`config.mk`:
```
export PLATFORM = sky130hd
export DESIGN_NAME = tx_frame_loader
export DESIGN_NICKNAME = d
export VERILOG_FILES = /design/src/rtl/txf_pkg.sv /design/src/rtl/txf_fifo.sv /design/src/rtl/txf_serializer.sv /design/src/rtl/txf_status.sv /design/src/rtl/tx_frame_loader.sv
export SDC_FILE = /design/constraint.sdc
export NUM_CORES = 1
export LEC_CHECK = 0
export ABC_AREA = 0
export BUFFER_PORTS_ARGS = -buffer_cell sky130_fd_sc_hd__buf_2
export CELL_PAD_IN_SITES_DETAIL_PLACEMENT = 0
export CELL_PAD_IN_SITES_GLOBAL_PLACEMENT = 1
export CORE_MARGIN = 5
export CORE_UTILIZATION = 50
export DETAILED_ROUTE_END_ITERATION = 6
export PLACE_DENSITY_LB_ADDON = 0.1
export SLEW_MARGIN = 30
export SYNTH_ARGS = -nofsm -noshare
export SYNTH_HDL_FRONTEND = slang
export SYNTH_SLANG_ARGS = --single-unit
```
`constraint.sdc`:
```
create_clock -name clk_i -period 14.5 [get_ports clk_i]
set_input_delay 0 -clock clk_i [delete_from_list [all_inputs] [get_ports clk_i]]
set_output_delay 0 -clock clk_i [all_outputs]
set_load 0.02 [all_outputs]
```
`src/rtl/txf_pkg.sv`:
```
package txf_pkg;
  localparam int WORD_W = 32;
  localparam int BYTE_W = 8;
  localparam int BYTES  = WORD_W / BYTE_W;
  localparam int LANE_W = $clog2(BYTES);
  localparam int CNT_W  = LANE_W + 1;
  localparam int STAT_W = 11;

  typedef struct packed {
    logic [WORD_W-1:0] word;
    logic              last;
    logic [LANE_W-1:0] nbytes;
  } txf_entry_t;

  typedef enum logic [1:0] {
    ST_IDLE  = 2'd0,
    ST_SEND  = 2'd1,
    ST_FETCH = 2'd2,
    ST_WAIT  = 2'd3
  } txf_state_e;
endpackage

```
`src/rtl/txf_fifo.sv`:
```
module txf_fifo
  import txf_pkg::*;
#(
  parameter int DEPTH = 8
) (
  input  logic       clk_i,
  input  logic       rst_ni,
  input  logic       push_i,
  input  txf_entry_t push_data_i,
  input  logic       pop_i,
  output txf_entry_t head_o,
  output logic       empty_o,
  output logic       full_o,
  output logic       wmark_o
);
  localparam int AW    = (DEPTH > 1) ? $clog2(DEPTH) : 1;
  localparam int CW    = $clog2(DEPTH + 1);
  localparam int WMARK = (DEPTH * 3) / 4;

  txf_entry_t      mem_q [DEPTH];
  logic [AW-1:0]   wr_ptr_q, rd_ptr_q;
  logic [CW-1:0]   cnt_q;
  logic            push_ok, pop_ok;

  assign empty_o = (cnt_q == '0);
  assign full_o  = (cnt_q == CW'(DEPTH));
  assign wmark_o = (cnt_q >= CW'(WMARK));
  assign push_ok = push_i && !full_o;
  assign pop_ok  = pop_i && !empty_o;
  assign head_o  = mem_q[rd_ptr_q];

  function automatic logic [AW-1:0] nxt(input logic [AW-1:0] p);
    return (p == AW'(DEPTH - 1)) ? '0 : p + AW'(1);
  endfunction

  always_ff @(posedge clk_i) begin
    if (push_ok) mem_q[wr_ptr_q] <= push_data_i;
  end

  always_ff @(posedge clk_i or negedge rst_ni) begin
    if (!rst_ni) begin
      wr_ptr_q <= '0;
      rd_ptr_q <= '0;
      cnt_q    <= '0;
    end else begin
      if (push_ok) wr_ptr_q <= nxt(wr_ptr_q);
      if (pop_ok)  rd_ptr_q <= nxt(rd_ptr_q);
      cnt_q <= cnt_q + CW'(push_ok) - CW'(pop_ok);
    end
  end

  // a push into a full FIFO without a pop must not change occupancy
  a_r8_full_drop: assert property (@(posedge clk_i) disable iff (!rst_ni)
    full_o && push_i && !pop_i |=> full_o && $stable(wr_ptr_q));

  a_r8_no_underflow: assert property (@(posedge clk_i) disable iff (!rst_ni)
    empty_o && !push_i |=> empty_o);
endmodule

```
`src/rtl/txf_serializer.sv`:
```
module txf_serializer
  import txf_pkg::*;
#(
  parameter int DEPTH = 8
) (
  input  logic              clk_i,
  input  logic              rst_ni,
  input  txf_entry_t        head_i,
  input  logic              empty_i,
  input  logic              commit_i,
  input  logic              tx_ready_i,
  input  logic              mac_done_i,
  output logic              pop_o,
  output logic              tx_valid_o,
  output logic [BYTE_W-1:0] tx_data_o,
  output logic              tx_last_o,
  output logic              idle_o,
  output logic              take_o
);
  localparam int FW = $clog2(DEPTH + 1);

  txf_state_e        st_q;
  logic [WORD_W-1:0] word_q;
  logic [CNT_W-1:0]  cnt_q;
  logic              last_q;
  logic [FW-1:0]     frames_q;
  logic              final_byte;

  function automatic logic [CNT_W-1:0] lanes(input txf_entry_t e);
    if (!e.last || e.nbytes == '0) return CNT_W'(BYTES);
    return CNT_W'(e.nbytes);
  endfunction

  assign final_byte = (cnt_q == CNT_W'(1));

  always_comb begin
    pop_o = 1'b0;
    case (st_q)
      ST_IDLE:  pop_o = (frames_q != '0) && !empty_i;
      ST_SEND:  pop_o = tx_ready_i && final_byte && !last_q && !empty_i;
      ST_FETCH: pop_o = !empty_i;
      default:  pop_o = 1'b0;
    endcase
  end

  always_ff @(posedge clk_i or negedge rst_ni) begin
    if (!rst_ni) begin
      st_q     <= ST_IDLE;
      word_q   <= '0;
      cnt_q    <= '0;
      last_q   <= 1'b0;
      frames_q <= '0;
    end else begin
      frames_q <= frames_q + FW'(commit_i) - FW'(pop_o && head_i.last);
      if (pop_o) begin
        word_q <= head_i.word;
        cnt_q  <= lanes(head_i);
        last_q <= head_i.last;
      end
      case (st_q)
        ST_IDLE:  if (pop_o) st_q <= ST_SEND;
        ST_SEND: begin
          if (tx_ready_i) begin
            if (final_byte) begin
              if (last_q)      st_q <= ST_WAIT;
              else if (!pop_o) st_q <= ST_FETCH;
            end else begin
              word_q <= word_q >> BYTE_W;
              cnt_q  <= cnt_q - CNT_W'(1);
            end
          end
        end
        ST_FETCH: if (pop_o) st_q <= ST_SEND;
        ST_WAIT:  if (mac_done_i) st_q <= ST_IDLE;
        default:  st_q <= ST_IDLE;
      endcase
    end
  end

  assign tx_valid_o = (st_q == ST_SEND);
  assign tx_data_o  = word_q[BYTE_W-1:0];
  assign tx_last_o  = (st_q == ST_SEND) && final_byte && last_q;
  assign idle_o     = (st_q == ST_IDLE);
  assign take_o     = (st_q == ST_WAIT) && mac_done_i;

  // stalled byte holds
  a_r5_hold_on_stall: assert property (@(posedge clk_i) disable iff (!rst_ni)
    tx_valid_o && !tx_ready_i |=> tx_valid_o && $stable(tx_data_o) && $stable(tx_last_o));

  // nothing follows the final byte until the outcome arrives
  a_r4_last_ends_frame: assert property (@(posedge clk_i) disable iff (!rst_ni)
    tx_last_o && tx_ready_i |=> !tx_valid_o);
endmodule

```
`src/rtl/txf_status.sv`:
```
module txf_status
  import txf_pkg::*;
(
  input  logic              clk_i,
  input  logic              rst_ni,
  input  logic              take_i,
  input  logic [STAT_W-1:0] mac_stat_i,
  input  logic              st_wr_i,
  input  logic              st_wdata_i,
  output logic              done_o,
  output logic [STAT_W-1:0] stat_o
);
  logic              done_q;
  logic [STAT_W-1:0] stat_q;

  always_ff @(posedge clk_i or negedge rst_ni) begin
    if (!rst_ni) begin
      done_q <= 1'b0;
      stat_q <= '0;
    end else begin
      if (take_i) begin
        done_q <= 1'b1;
        stat_q <= mac_stat_i;
      end else if (st_wr_i && st_wdata_i) begin
        done_q <= 1'b0;
      end
    end
  end

  assign done_o = done_q;
  assign stat_o = stat_q;

  a_r10_set_wins: assert property (@(posedge clk_i) disable iff (!rst_ni)
    take_i |=> done_o);

  a_r10_w1c: assert property (@(posedge clk_i) disable iff (!rst_ni)
    st_wr_i && st_wdata_i && !take_i |=> !done_o);

  a_r10_zero_write: assert property (@(posedge clk_i) disable iff (!rst_ni)
    !(st_wr_i && st_wdata_i) && !take_i |=> $stable(done_o));

  a_r9_capture: assert property (@(posedge clk_i) disable iff (!rst_ni)
    take_i |=> stat_o == $past(mac_stat_i));

  a_r9_hold: assert property (@(posedge clk_i) disable iff (!rst_ni)
    !take_i |=> $stable(stat_o));
endmodule

```
`src/rtl/tx_frame_loader.sv`:
```
module tx_frame_loader
  import txf_pkg::*;
#(
  parameter int DEPTH = 8
) (
  input  logic              clk_i,
  input  logic              rst_ni,
  input  logic              wr_en_i,
  input  logic              wr_last_i,
  input  logic [WORD_W-1:0] wr_data_i,
  input  logic [LANE_W-1:0] wr_bytes_i,
  output logic              tx_empty_o,
  output logic              wmark_o,
  output logic              tx_valid_o,
  output logic [BYTE_W-1:0] tx_data_o,
  output logic              tx_last_o,
  input  logic              tx_ready_i,
  input  logic              mac_done_i,
  input  logic [STAT_W-1:0] mac_stat_i,
  input  logic              st_wr_i,
  input  logic              st_wdata_i,
  output logic              done_o,
  output logic [STAT_W-1:0] tx_stat_o
);
  txf_entry_t wr_entry, head;
  logic       fifo_empty, fifo_full, pop, commit, idle, take;

  assign wr_entry = '{word: wr_data_i, last: wr_last_i, nbytes: wr_bytes_i};
  assign commit   = wr_en_i && wr_last_i && !fifo_full;

  txf_fifo #(.DEPTH(DEPTH)) u_fifo (
    .clk_i       (clk_i),
    .rst_ni      (rst_ni),
    .push_i      (wr_en_i),
    .push_data_i (wr_entry),
    .pop_i       (pop),
    .head_o      (head),
    .empty_o     (fifo_empty),
    .full_o      (fifo_full),
    .wmark_o     (wmark_o)
  );

  txf_serializer #(.DEPTH(DEPTH)) u_ser (
    .clk_i      (clk_i),
    .rst_ni     (rst_ni),
    .head_i     (head),
    .empty_i    (fifo_empty),
    .commit_i   (commit),
    .tx_ready_i (tx_ready_i),
    .mac_done_i (mac_done_i),
    .pop_o      (pop),
    .tx_valid_o (tx_valid_o),
    .tx_data_o  (tx_data_o),
    .tx_last_o  (tx_last_o),
    .idle_o     (idle),
    .take_o     (take)
  );

  txf_status u_stat (
    .clk_i      (clk_i),
    .rst_ni     (rst_ni),
    .take_i     (take),
    .mac_stat_i (mac_stat_i),
    .st_wr_i    (st_wr_i),
    .st_wdata_i (st_wdata_i),
    .done_o     (done_o),
    .stat_o     (tx_stat_o)
  );

  assign tx_empty_o = fifo_empty && idle;

  // a byte on the wire means the block is not empty
  a_r6_busy_when_sending: assert property (@(posedge clk_i) disable iff (!rst_ni)
    tx_valid_o |-> !tx_empty_o);

  a_r6_accepted_write: assert property (@(posedge clk_i) disable iff (!rst_ni)
    wr_en_i && !fifo_full |=> !tx_empty_o);
endmodule

```
Yosys cells after proc, flatten, opt, wreduce, memory -nomap -nowiden. Memory sizes are Yosys's and may differ from the RTL's. Cells that the tools add are included.

Bits of input ports: 53. Memories: 1. Bits in registers: 64. Logic and storage cells: 83. Bits in writable memories: 280.

Memory list: u_fifo.mem_q (depth 8, bits a word 35, read ports 1, clocked after Yosys merged registers in 0, wr ports 1, RTL line txf_fifo.sv:20) `txf_entry_t mem_q [DEPTH];`.

Reductions and logical operators: 26. Magnitude comparators: 1. Equal/unequal tests: 12. $add $sub $neg: 7. Muxes and demuxes: 26.

Operator list (number): $mux W32 (4); $mux W3 (8); $logic_and A1 B1 Y1 (14); $mux W2 (6); $add A4 B1 Y4 (2); $sub A4 B1 Y4 (2); $add A3 B1 Y3 const B (2); $eq A3 B3 Y1 const B (2); $mux W1 (6); $ne A2 B1 Y1 const B (3); $pmux W2 S3 (1); $reduce_and A5 Y1 (1); $eq A2 B2 Y1 const B (2); $eq A4 B4 Y1 const B (1); $ge A4 B3 Y1 const B (1); $logic_not A1 Y1 (4); $logic_not A2 Y1 (2); $logic_not A4 Y1 (1); $reduce_bool A4 Y1 (1); $eq A3 B1 Y1 const B (1); $ne A3 B2 Y1 const B (1); $pmux W1 S3 (1); $sub A3 B1 Y3 const B (1); $eq A2 B1 Y1 const B (1); 4 further kinds (4).

Longest topological paths before layout. Gate-level depths: netlist of run 1.

Depth in word-level cells: 11. Gate-level depth with buffers: 15.

By module. A second synthesis of run 1 with hierarchy kept.

Cell total of the unflattened synthesis: 736. Area total of the unflattened synthesis: 14209.9 µm².

By module, submodules not included: txf_fifo (cells each 468, times used 1, area each 11427.2 µm², seq. area each 8658.3 µm²); txf_serializer (cells each 240, times used 1, area each 2285.9 µm², seq. area each 1051.0 µm²); txf_status (cells each 26, times used 1, area each 481.7 µm², seq. area each 300.3 µm²); tx_frame_loader (cells each 2, times used 1, area each 15.0 µm², seq. area each 0.0 µm²).

Worst setup path before layout of run 1. OpenSTA, ideal clock, no wires.

Path type: flip-flop to flip-flop. Start: reg u_fifo.cnt_q[2]. End: mem u_fifo.mem_q[0][0] (netlist bit), enable pin. Path slack: 9.824 ns. Setup time: 0.515 ns. Stages on the path, launching flop included: 6. Data required time: 13.985 ns. Data arrival time: 4.161 ns. Path buffers: 0. Clock period less this slack: 4.676 ns. Cells stage by stage: dfrtp_1 inv_1 ha_1 nand2_1 nand2_1 nor4_1.

Cells in the longest elaborated chain, start to end: 5.

RTL lines: start: declaration (RTL line txf_fifo.sv:22) `logic [CW-1:0] cnt_q;`; start signal: assignment (RTL line txf_fifo.sv:48) `cnt_q <= cnt_q + CW'(push_ok) - CW'(pop_ok);`; $eq A4 B4 Y1 (RTL line txf_fifo.sv:26) `assign full_o = (cnt_q == CW'(DEPTH));`; $logic_not A1 Y1 (RTL line txf_fifo.sv:28) `assign push_ok = push_i && !full_o;`; $logic_and A1 B1 Y1 (RTL line txf_fifo.sv:28); $mux W1 (RTL line txf_fifo.sv:37) `if (push_ok) mem_q[wr_ptr_q] <= push_data_i;`; $mux W1 (implied by the code) (RTL line txf_fifo.sv:37); end: declaration (RTL line txf_fifo.sv:20).

Every way passes these cells.

Final worst setup path of run 1.
Start: reg u_fifo.cnt_q[2]. End: reg u_fifo.cnt_q[2].

Cells in the longest elaborated chain, start to end: 6. Elaborated cells on any way between the ends: 11.

RTL lines (RTL line): branches (longest 5 deep; another with $add A4 B1 Y4); $sub A4 B1 Y4 (*) (txf_fifo.sv:48).

Every way passes the cells marked *. A chain may end at the register's enable or synchronous reset.

==> flow_summary.json, run 1 <==
{
  "worstRegToRegCells": 13,
  "ys_seq_area_share_pct": 73.3,
  "drt_first_pass_iters": 4,
  "numClockSinks": 344,
  "cp.buffers_inverters": 5,
  "stdcell_area_um2": 16000,
  "postCtsResizedCells": 0,
  "cts_buffer_depth": 3,
  "worst-path-stages": 13,
  "grt_pass1_vias": 7505,
  "critPathTopFamily": "buffers and inverters",
  "synthTopCellsByArea": "edfxtp_1 (62%), dfrtp_1 (12%), mux4_2 (12%), ha_1 (1.6%), a211oi_1 (1.3%)",
  "p_comb_share_pct": 30.5,
  "hold_viol_final": 0,
  "die_w_um": 175,
  "post_synth_num_cell_types": 43,
  "grt_max_degree": 71,
  "clk_latency_ns": 0.50,
  "synth_common_cells": "edfxtp_1 (280), mux4_2 (70), dfrtp_1 (64)",
  "syn-num-nets": 809,
  "root_buffer": "clkbuf_16",
  "intPower_mw": 2.26,
  "critPathRequiredTime_ns": 14.88,
  "worstSetupPathType": "reg2reg",
  "via_count": 6952,
  "crit_path_cell_trace": "inv_1 > ha_1 > or3b_1 > nand2_1 > or3_1 > buf_4 > inv_2 > ha_1 > inv_1 > ha_1 > inv_1 > fa_1 > xnor2_1",
  "synthesis.area_um2": 13700,
  "wl_um": 27400,
  "hold_slack_ns": 0.215,
  "synth_top_area_share_pct": 61.6,
  "dieArea_um2": 30700,
  "gr-usage-all-layers_pct": 18.2,
  "area_growth_pct": 17.5,
  "fp.dieH_um": 175,
  "grt_remaining_overflow": 0,
  "synth_warnings": 0,
  "hp-class": "in2async",
  "drt_iter0_drc": 477,
  "drc": 0,
  "placed_cell_area_um2": 14400,
  "p_sw_share_pct": 31.6,
  "slew_viol_final": 0,
  "fmax_ghz": 0.279,
  "seqPwrFrac_pct": 42.6,
  "worstPathMaxFanout": 47,
  "cap_violations": 0,
  "p_sw_mw": 1.04,
  "vias_per_cell": 5.61,
  "p_leak_nw": 5.67,
  "place_congestion": 0.718,
  "ant_nets": 0,
  "finalCritPeriodShare_pct": 24.7,
  "synthArstFlopShare_pct": 18.6,
  "cts_inserted_buffers": 38,
  "fin_skew_ns": 0.0110,
  "grt_pass1_wl_um": 43200,
  "critPathSlowestCell": "inv_2",
  "setup_viol": 0,
  "period_needed_ns": 3.58,
  "diodes": 0,
  "tightest_slew_ns": 0.904,
  "htree_levels": 2,
  "place_ws_ns": 10.94,
  "rsz0062_at_grt": "false",
  "worstPathArrival_ns": 3.97,
  "yosysMostFrequentCell": "edfxtp_1",
  "antenna_found_initial": 0,
  "syn-instance-count": 736,
  "p_clk_share_pct": 27.0,
  "synth-main-ff-cell": "edfxtp_1",
  "final.setup.tns_ns": 0,
  "coreArea_um2": 27000,
  "drive_gt1_share_pct": 27.0,
  "cpPeakStageDelay_ns": 0.68,
  "io_pins": 77,
  "synth_edf_count": 280,
  "slew_headroom_pct": 39.6,
  "worst_setup_path_start_kind": "flip-flop",
  "rows": 60,
  "max-vdd-ir-drop_mv": 0.123,
  "io_buffers": 76,
  "end_kind": "flip-flop",
  "reg2reg_slack_ns": 10.92,
  "synth_top_area_cell": "edfxtp_1",
  "outcome": "complete, no violations",
  "syn_area_per_cell_um2": 18.6,
  "fin_nets": 945,
  "start_util_pct": 50.7,
  "hpwlAfterDp_um": 14600,
  "tritoncts": "built",
  "ys_ff_latch": 344,
  "power_density_nw_per_um2": 206,
  "clk_pin_slew_ns": 0.05,
  "final_critical_path_setup_slack_ns": 10.92,
  "wl_per_cell_um": 22.1
}
-- final cells by class --
| class | instances | area [um2] |
|---|---|---|
| fill | 2010 | 10900 |
| timing repair buffer | 143 | 1020 |
| clock buffer | 53 | 1040 |
| tap | 341 | 427 |
| multi-input combinational | 324 | 3350 |
| clock inverter | 14 | 115 |
| inverter | 21 | 78.8 |
| sequential | 344 | 10000 |
-- flip-flops by register name (all words and copies together) (netlist names), 3 cells and up --
signal,cells
u_fifo.mem_q,280
u_fifo.cnt_q,4
u_fifo.rd_ptr_q,3
u_ser.word_q,32
u_ser.frames_q,4
u_stat.stat_o,11
u_ser.cnt_q,3
u_fifo.wr_ptr_q,3
-- cells in the final DEF, fill, tap and decap left out, types with 3 or more instances in the layout --
| cell type | n |
|---|---|
| edfxtp_1 | 280 |
| buf_2 | 76 |
| mux4_2 | 70 |
| dfrtp_1 | 61 |
| dlygate4sd3_1 | 53 |
| nand2_1 | 47 |
| clkbuf_16 | 39 |
| o21ai_0 | 34 |
| nor2b_1 | 25 |
| a211oi_1 | 24 |
| inv_1 | 19 |
| ha_1 | 18 |
| o21ai_1 | 16 |
| mux2_2 | 13 |
| clkbuf_1 | 13 |
| buf_4 | 13 |
| nor2_1 | 10 |
| mux2i_1 | 10 |
| a211oi_2 | 8 |
| clkinv_1 | 7 |
| a21o_1 | 5 |
| nand2b_1 | 4 |
| a21oi_1 | 4 |
| nor3_1 | 4 |
| nor3_2 | 4 |
| clkinv_2 | 4 |
| and3_1 | 3 |
| xnor2_1 | 3 |
| nor2_4 | 3 |
-- cells by family (layout without fill, tap and decap cells) --
group,Yosys count,in the layout,synth area share (%)
flops,344,344,73.3
buf+inv,68,231,2.51
compound gates,99,99,4.79
simple gates,107,107,3.79
xor+xnor,5,5,0.321
mux,93,93,13.3
fa+ha+maj,20,20,1.94
-- metrics by stage --
step,instances,util (%),total power [mW]
floorplan,736,-,2.17
global placement,1120,53.3,2.40
finish,1240,59.5,3.30
global route,1240,59.5,3.50
CTS,1240,59.5,3.35
detailed placement,1120,53.3,2.44
-- tightest hold or removal path, stage by stage --
cell           delay (ns)
dlygate4sd3_1        0.52
buf_2                0.09
buf_4                0.63
-- per-layer routing --
metal  vias to the layer above  track usage (%)  part of all wire (%)
met5                         -                0                     0
met3                        40             3.40                   5.3
met1                      3598             24.9                    43
li1                       3153                -                     -
met4                         0             4.03                   1.6
met2                       161             30.8                    50
-- power groups by stage --
stage	clock network (mW)	logic (mW)	registers, mW
2_1_floorplan	0	0.781	1.39
3_3_place_gp	0	0.986	1.41
3_5_place_dp	0	1.01	1.43
4_1_cts	0.911	1.03	1.41
5_1_grt	0.958	1.12	1.43
6_report	0.889	1.01	1.40
-- path summary, 6_finish.rpt --
check,start,endpoint
hold / removal,rst_ni,u_fifo.wr_ptr_q[2]$_DFFE_PN0P_
max in group asynchronous,rst_ni,u_fifo.rd_ptr_q[0]$_DFFE_PN0P_
setup reg to reg,u_fifo.cnt_q[2]$_DFF_PN0_,u_fifo.cnt_q[2]$_DFF_PN0_
min in group clk_i,mac_stat_i[1],u_stat.stat_o[1]$_DFFE_PN0P_
setup / recovery,u_fifo.cnt_q[2]$_DFF_PN0_,u_fifo.cnt_q[2]$_DFF_PN0_
hold reg to reg,u_ser.word_q[23]$_DFF_PN0_,u_ser.word_q[15]$_DFF_PN0_
-- timing repair --
action / in CTS / in global routing
hold buffers: 53 / 0
hold endpoints to repair: 359 / 0
setup buffers: 0 / 0
No activity file was read; power rests on OpenSTA's default activity.
==> inputs of run 2 (changes only) <==
CORE_UTILIZATION = 47   (was 50)
clock period = 3.19 ns   (was 14.5 ns; I/O delays follow)
==> run 2 against run 1 <==
Via count increased by 0.95%; flip-flop and latch count stayed put; core utilization shrank 2.7 points; die area up 6.0%.
==> flow_summary.json, run 2 (synthesis gave the netlist of run 1 again) <==
{
  "dieArea_um2": 32600,
  "ant_nets": 0,
  "cts_buffer_depth": 3,
  "fmax_ghz": 0.366,
  "max-vdd-ir-drop_mv": 0.514,
  "die_w_um": 180,
  "hp-class": "in2async",
  "setup_viol": 0,
  "io_buffers": 76,
  "cts_setup_buffers": 0,
  "final.setup.tns_ns": 0,
  "slew_headroom_pct": 46.4,
  "io_pins": 77,
  "final_common_cell": "edfxtp_1",
  "tritoncts": "built",
  "fp.dieH_um": 180,
  "clk_latency_ns": 0.51,
  "crit_path_cell_trace": "inv_1 > ha_1 > or3b_1 > nand2_1 > nor4_2 > ha_1 > inv_1 > ha_1 > inv_1 > fa_1 > xnor2_1",
  "cts_inserted_buffers": 38,
  "worstPathArrival_ns": 3.13,
  "top_register": "u_fifo.mem_q",
  "htree_levels": 2,
  "worstSetupPathType": "reg2reg",
  "power_density_nw_per_um2": 941,
  "cp.buffers_inverters": 3,
  "multi_input_area_um2": 3370,
  "rows": 62,
  "wl_um": 28500,
  "worstPathMaxFanout": 5,
  "grt_max_degree": 71,
  "drt_first_pass_iters": 4,
  "hold_viol_final": 0,
  "place_congestion": 0.765,
  "root_buffer": "clkbuf_16",
  "total_power_mw": 15.4,
  "via_count": 7018,
  "fin_nets": 956,
  "drt_iter0_drc": 426,
  "critPathSlowestCell": "nor4_2",
  "end_kind": "flip-flop",
  "coreArea_um2": 28700,
  "finalCritPeriodShare_pct": 85.7,
  "slew_viol_final": 0,
  "start_util_pct": 47.6,
  "p_leak_nw": 5.77,
  "drc": 0,
  "hpwlAfterDp_um": 16200,
  "fillers": 2219,
  "critPathTopFamily": "adder cells",
  "grt_pass1_wl_um": 44700,
  "tightest_slew_ns": 0.804,
  "cap_violations": 0,
  "final_cell_mix": "edfxtp_1 (280), buf_2 (76), mux4_2 (70)",
  "clk_pin_slew_ns": 0.06,
  "worst_setup_path_start_kind": "flip-flop",
  "largest_reg_flops": 280,
  "numClockSinks": 344,
  "drive_gt1_share_pct": 29.1,
  "grt_pass1_vias": 7609,
  "gr-usage-all-layers_pct": 17.6,
  "grt_remaining_overflow": 0,
  "antenna_found_initial": 1,
  "regArea_um2": 10000,
  "outcome": "complete, no violations",
  "fin_skew_ns": 0.0191,
  "period_needed_ns": 2.73,
  "critPathRequiredTime_ns": 3.58,
  "rsz0062_at_grt": "false",
  "area_growth_pct": 19.4,
  "hold_slack_ns": 0.0635,
  "wl_per_cell_um": 21.9,
  "cpPeakStageDelay_ns": 0.51,
  "vias_per_cell": 5.41
}
[run 2: cell types whose count changed in the layout (fill, tap and decap cells not counted), moves of 2 or more]
cell        before  now
buf_12           0    3
buf_4           13   22
bufinv_16        2    4
clkbuf_1        13    7
clkinv_1         7    4
clkinv_2         4    9
clkinvlp_4       0    4
[run 2: timing repair]
| action | CTS | global route |
|---|---|---|
| hold endpoints to repair | 321 | 0 |
| hold buffers | 53 | 0 |
| resized for setup | 0 | 0 |
| setup endpoints to repair | 0 | 0 |
[run 2: through the flow]
| stage | std cells | area [um2] | util, % | setup WS, ns |
|---|---|---|---|---|
| after floorplan | 736 | 13700 | - | -0.567 |
| after global placement | 1174 | 14500 | 50.7 | 0.583 |
| after detailed placement | 1174 | 14500 | 50.7 | 0.447 |
| after CTS | 1296 | 16300 | 56.8 | 0.431 |
| after global routing | 1297 | 16300 | 56.8 | 0.195 |
| final | 1297 | 16300 | 56.8 | 0.456 |
[run 2: worst paths after layout]
kind / slack, ns / endpoint / depth (start not counted) / startpoint
max: 0.46 / u_ser.frames_q[2]$_DFF_PN0_ / 11 / u_fifo.cnt_q[2]$_DFF_PN0_
min: 0.06 / u_ser.frames_q[1]$_DFF_PN0_ / 2 / rst_ni
max reg2reg: 0.46 / u_ser.frames_q[2]$_DFF_PN0_ / 11 / u_fifo.cnt_q[2]$_DFF_PN0_
min reg2reg: 0.49 / u_ser.word_q[11]$_DFF_PN0_ / 2 / u_ser.word_q[19]$_DFF_PN0_
max in group asynchronous: 2.38 / u_fifo.rd_ptr_q[0]$_DFFE_PN0P_ / 3 / rst_ni
min in group clk_i: 0.27 / u_stat.stat_o[0]$_DFFE_PN0P_ / 3 / mac_stat_i[0]
[run 2: area by class of cell]
| cell class | instances | share of cell area (%) |
|---|---|---|
| diodes | 1 | 0.0153 |
| clock inverters | 23 | 1.40 |
| flip-flops and latches | 344 | 61.4 |
| multi-input cells | 324 | 20.6 |
| well taps | 384 | 2.95 |
| clock buffers | 46 | 6.14 |
| repair buffers | 154 | 6.96 |
| inverters | 21 | 0.483 |
[run 2: layer usage]
metal  GRT usage (%)  vias to the layer above  wire length [um]
li1                -                     3176                 -
met2            30.8                      158             14400
met5               0                        -                 0
met4            4.23                        0               576
met3            3.25                       44              1240
met1            23.0                     3640             12300
[run 2: power breakdown]
part	leakage (nW)	total (mW)	internal, mW	switching (mW)
combinational	1.86	4.82	2.05	2.77
sequential	3.31	6.27	5.85	0.425
clock	0.597	4.26	2.57	1.69
total	5.77	15.4	10.5	4.88
==> inputs of run 3 (changes only) <==
CORE_UTILIZATION = 48   (was 47)
GPL_ROUTABILITY_DRIVEN = 0   (was not set)
SYNTH_HIERARCHICAL = 1   (was not set)
==> run 3 against run 2 <==
Non-clock buffer count down 6; cell area increased by 2.8%; largest power group unchanged; count of clock-buffer cells in the layout is 3 lower; via count about the same; synthesized area increased by 4.0%; register-to-register slack got worse by 0.16 ns; sequential power fell by 3%; flip-flop and latch count unchanged; highest routed layer unchanged.
==> flow_summary.json, run 3 <==
{
  "seqPwrFrac_pct": 41.4,
  "final_cell_mix": "edfxtp_1 (280), buf_2 (75), mux4_1 (69)",
  "rsz0062_at_grt": "false",
  "fmax_ghz": 0.345,
  "antenna_found_initial": 0,
  "yosysMostFrequentCell": "edfxtp_1",
  "drt_iter0_drc": 442,
  "synthesis.area_um2": 14200,
  "worstRegToRegCells": 14,
  "grt_remaining_overflow": 0,
  "gr-usage-all-layers_pct": 17.1,
  "syn-num-nets": 809,
  "cts_inserted_buffers": 37,
  "end_kind": "flip-flop",
  "io_pins": 77,
  "drive_gt1_share_pct": 28.4,
  "p_comb_share_pct": 30.8,
  "intPower_mw": 10.3,
  "cap_violations": 0,
  "synth_top_area_share_pct": 59.2,
  "cpPeakStageDelay_ns": 0.47,
  "hp-class": "in2async",
  "diodes": 0,
  "postCtsResizedCells": 0,
  "post_synth_num_cell_types": 48,
  "critPathTopFamily": "simple AND/OR/NAND/NOR gates",
  "worstSetupPathType": "reg2reg",
  "syn_area_per_cell_um2": 19.3,
  "period_needed_ns": 2.90,
  "grt_pass1_wl_um": 43400,
  "syn-instance-count": 736,
  "ys_seq_area_share_pct": 70.4,
  "die_w_um": 182,
  "wl_per_cell_um": 21.6,
  "cp.buffers_inverters": 4,
  "synthTopCellsByArea": "edfxtp_1 (59%), mux4_1 (13%), dfrtp_1 (11%), mux2_2 (3.4%), ha_1 (1.6%)",
  "grt_max_degree": 40,
  "crit_path_cell_trace": "inv_1 > ha_1 > nor3b_1 > or4b_1 > o32a_1 > clkinv_4 > nand2b_1 > inv_1 > ha_1 > inv_1 > ha_1 > a21o_1 > a21oi_1 > xor2_1",
  "fin_nets": 952,
  "synth_top_area_cell": "edfxtp_1",
  "synth-main-ff-cell": "edfxtp_1",
  "reg2reg_slack_ns": 0.29,
  "stdcell_area_um2": 16800,
  "p_sw_share_pct": 30.3,
  "synth_common_cells": "edfxtp_1 (280), mux4_1 (69), dfrtp_1 (64)",
  "critPathSlowestCell": "or4b_1",
  "setup_viol": 0,
  "ant_nets": 0,
  "wl_um": 28000,
  "power_density_nw_per_um2": 881,
  "drc": 0,
  "grt_pass1_vias": 7394,
  "placed_cell_area_um2": 15100,
  "top_register": "u_fifo/mem_q",
  "max-vdd-ir-drop_mv": 0.488,
  "ys_ff_latch": 344,
  "hold_viol_final": 0,
  "rr_endpoint": "u_fifo/cnt_q[3]$_DFF_PN0_",
  "numClockSinks": 344,
  "synth_edf_count": 280,
  "slew_headroom_pct": 50.6,
  "synthArstFlopShare_pct": 18.6,
  "finalCritPeriodShare_pct": 90.8,
  "tritoncts": "built",
  "via_count": 7022,
  "critPathRequiredTime_ns": 3.62,
  "largest_reg_flops": 280,
  "worstPathMaxFanout": 4,
  "total_power_mw": 14.8,
  "final_common_cell": "edfxtp_1",
  "p_clk_share_pct": 27.8,
  "clk_latency_ns": 0.51,
  "drt_first_pass_iters": 4,
  "worstPathArrival_ns": 3.32,
  "io_buffers": 76,
  "cts_setup_buffers": 0,
  "p_sw_mw": 4.48,
  "rows": 63,
  "hpwlAfterDp_um": 15000,
  "worst_setup_path_start_kind": "flip-flop",
  "outcome": "complete, no violations",
  "area_growth_pct": 18.0,
  "slew_viol_final": 0,
  "clk_pin_slew_ns": 0.06,
  "dieArea_um2": 33100,
  "vias_per_cell": 5.41,
  "start_util_pct": 48.3,
  "root_buffer": "clkbuf_16",
  "htree_levels": 2,
  "tightest_slew_ns": 0.741,
  "cts_buffer_depth": 3,
  "p_leak_nw": 6.29,
  "r2r_start": "u_fifo/cnt_q[2]$_DFF_PN0_",
  "fp.dieH_um": 182,
  "fin_skew_ns": 0.00865,
  "coreArea_um2": 29400,
  "synth_warnings": 6
}
-- run 3: cell count changes after synthesis, moves of 16 or more --
cell / previous run / this run
o21ai_1: 16 / 0
mux4_1: 0 / 69
mux2_2: 13 / 43
nor2b_1: 25 / 3
nand2_2: 0 / 20
nand3_2: 0 / 19
o21ai_0: 34 / 2
nand3_1: 2 / 36
a211oi_1: 24 / 0
mux4_2: 70 / 1
-- run 3: kinds of logic (layout without fill, tap and decap cells) --
family,count (synthesis),after routing,synth area share (%)
AND/OR/NAND/NOR,158,158,6.20
multiplexers,123,123,17.3
flip-flops,344,344,70.4
buffers and inverters,64,235,2.84
adder cells (fa/ha/maj),20,20,1.87
XOR/XNOR,4,4,0.247
AO/OA/AOI/OAI,23,23,1.06
-- run 3: layout make-up --
| class | instances | area, um2 |
|---|---|---|
| Inverter | 20 | 80.1 |
| Multi-Input combinational cell | 328 | 3860 |
| Tap cell | 390 | 488 |
| Timing Repair Buffer | 148 | 1140 |
| Clock buffer | 43 | 980 |
| Sequential cell | 344 | 10000 |
| Clock inverter | 24 | 204 |
| Fill cell | 2251 | 12600 |
-- run 3: worst max-delay path by stage --
stage,startpoint,to,slack [ns],cells after the start
3_3_place_gp,u_fifo/cnt_q[2]$_DFF_PN0_,u_fifo/cnt_q[1]$_DFF_PN0_,0.41,14
2_1_floorplan,u_fifo/cnt_q[2]$_DFF_PN0_,u_fifo/mem_q[2][0]$_DFFE_PP_,-0.64,5
3_5_place_dp,u_fifo/cnt_q[2]$_DFF_PN0_,u_fifo/cnt_q[3]$_DFF_PN0_,0.28,14
5_1_grt,u_fifo/cnt_q[2]$_DFF_PN0_,u_fifo/cnt_q[3]$_DFF_PN0_,0.05,14
6_report,u_fifo/cnt_q[2]$_DFF_PN0_,u_fifo/cnt_q[3]$_DFF_PN0_,0.29,14
4_1_cts,u_fifo/cnt_q[2]$_DFF_PN0_,u_fifo/cnt_q[3]$_DFF_PN0_,0.25,14
-- run 3: timing repair --
action | 4_1_cts | 5_1_grt
hold endpoints to repair | 331 | 0
endpoints found under the setup margin | 0 | 0
hold buffers | 53 | 0
-- run 3: power by group through the flow --
stage,clock (mW),combinational (mW),sequential (mW)
after CTS,4.22,4.67,6.12
after global placement,0,4.51,6.15
final,4.11,4.56,6.11
after global routing,4.43,4.97,6.20
after detailed placement,0,4.60,6.21
after floorplan,0,3.40,6.20
-- run 3: metrics by stage --
step                util [%]  std cells  worst slack (ns)  setup TNS (ns)  hold WS [ns]
floorplan                  -        736            -0.643          -70.49        -0.296
global placement        51.2       1177             0.406               0         0.171
detailed placement      51.2       1177             0.282               0         0.173
CTS                     57.0       1297             0.254               0         0.175
global route            57.0       1297            0.0540               0        0.0771
finish                  57.0       1297             0.295               0        0.0373
-- run 3: layer usage --
metal / vias up / global-route usage, % / routed length, um
li1: 3222 / - / -
met1: 3641 / 23.2 / 12200
met2: 122 / 29.4 / 14200
met3: 37 / 2.85 / 1030
met4: 0 / 3.99 / 485
met5: - / 0 / 0
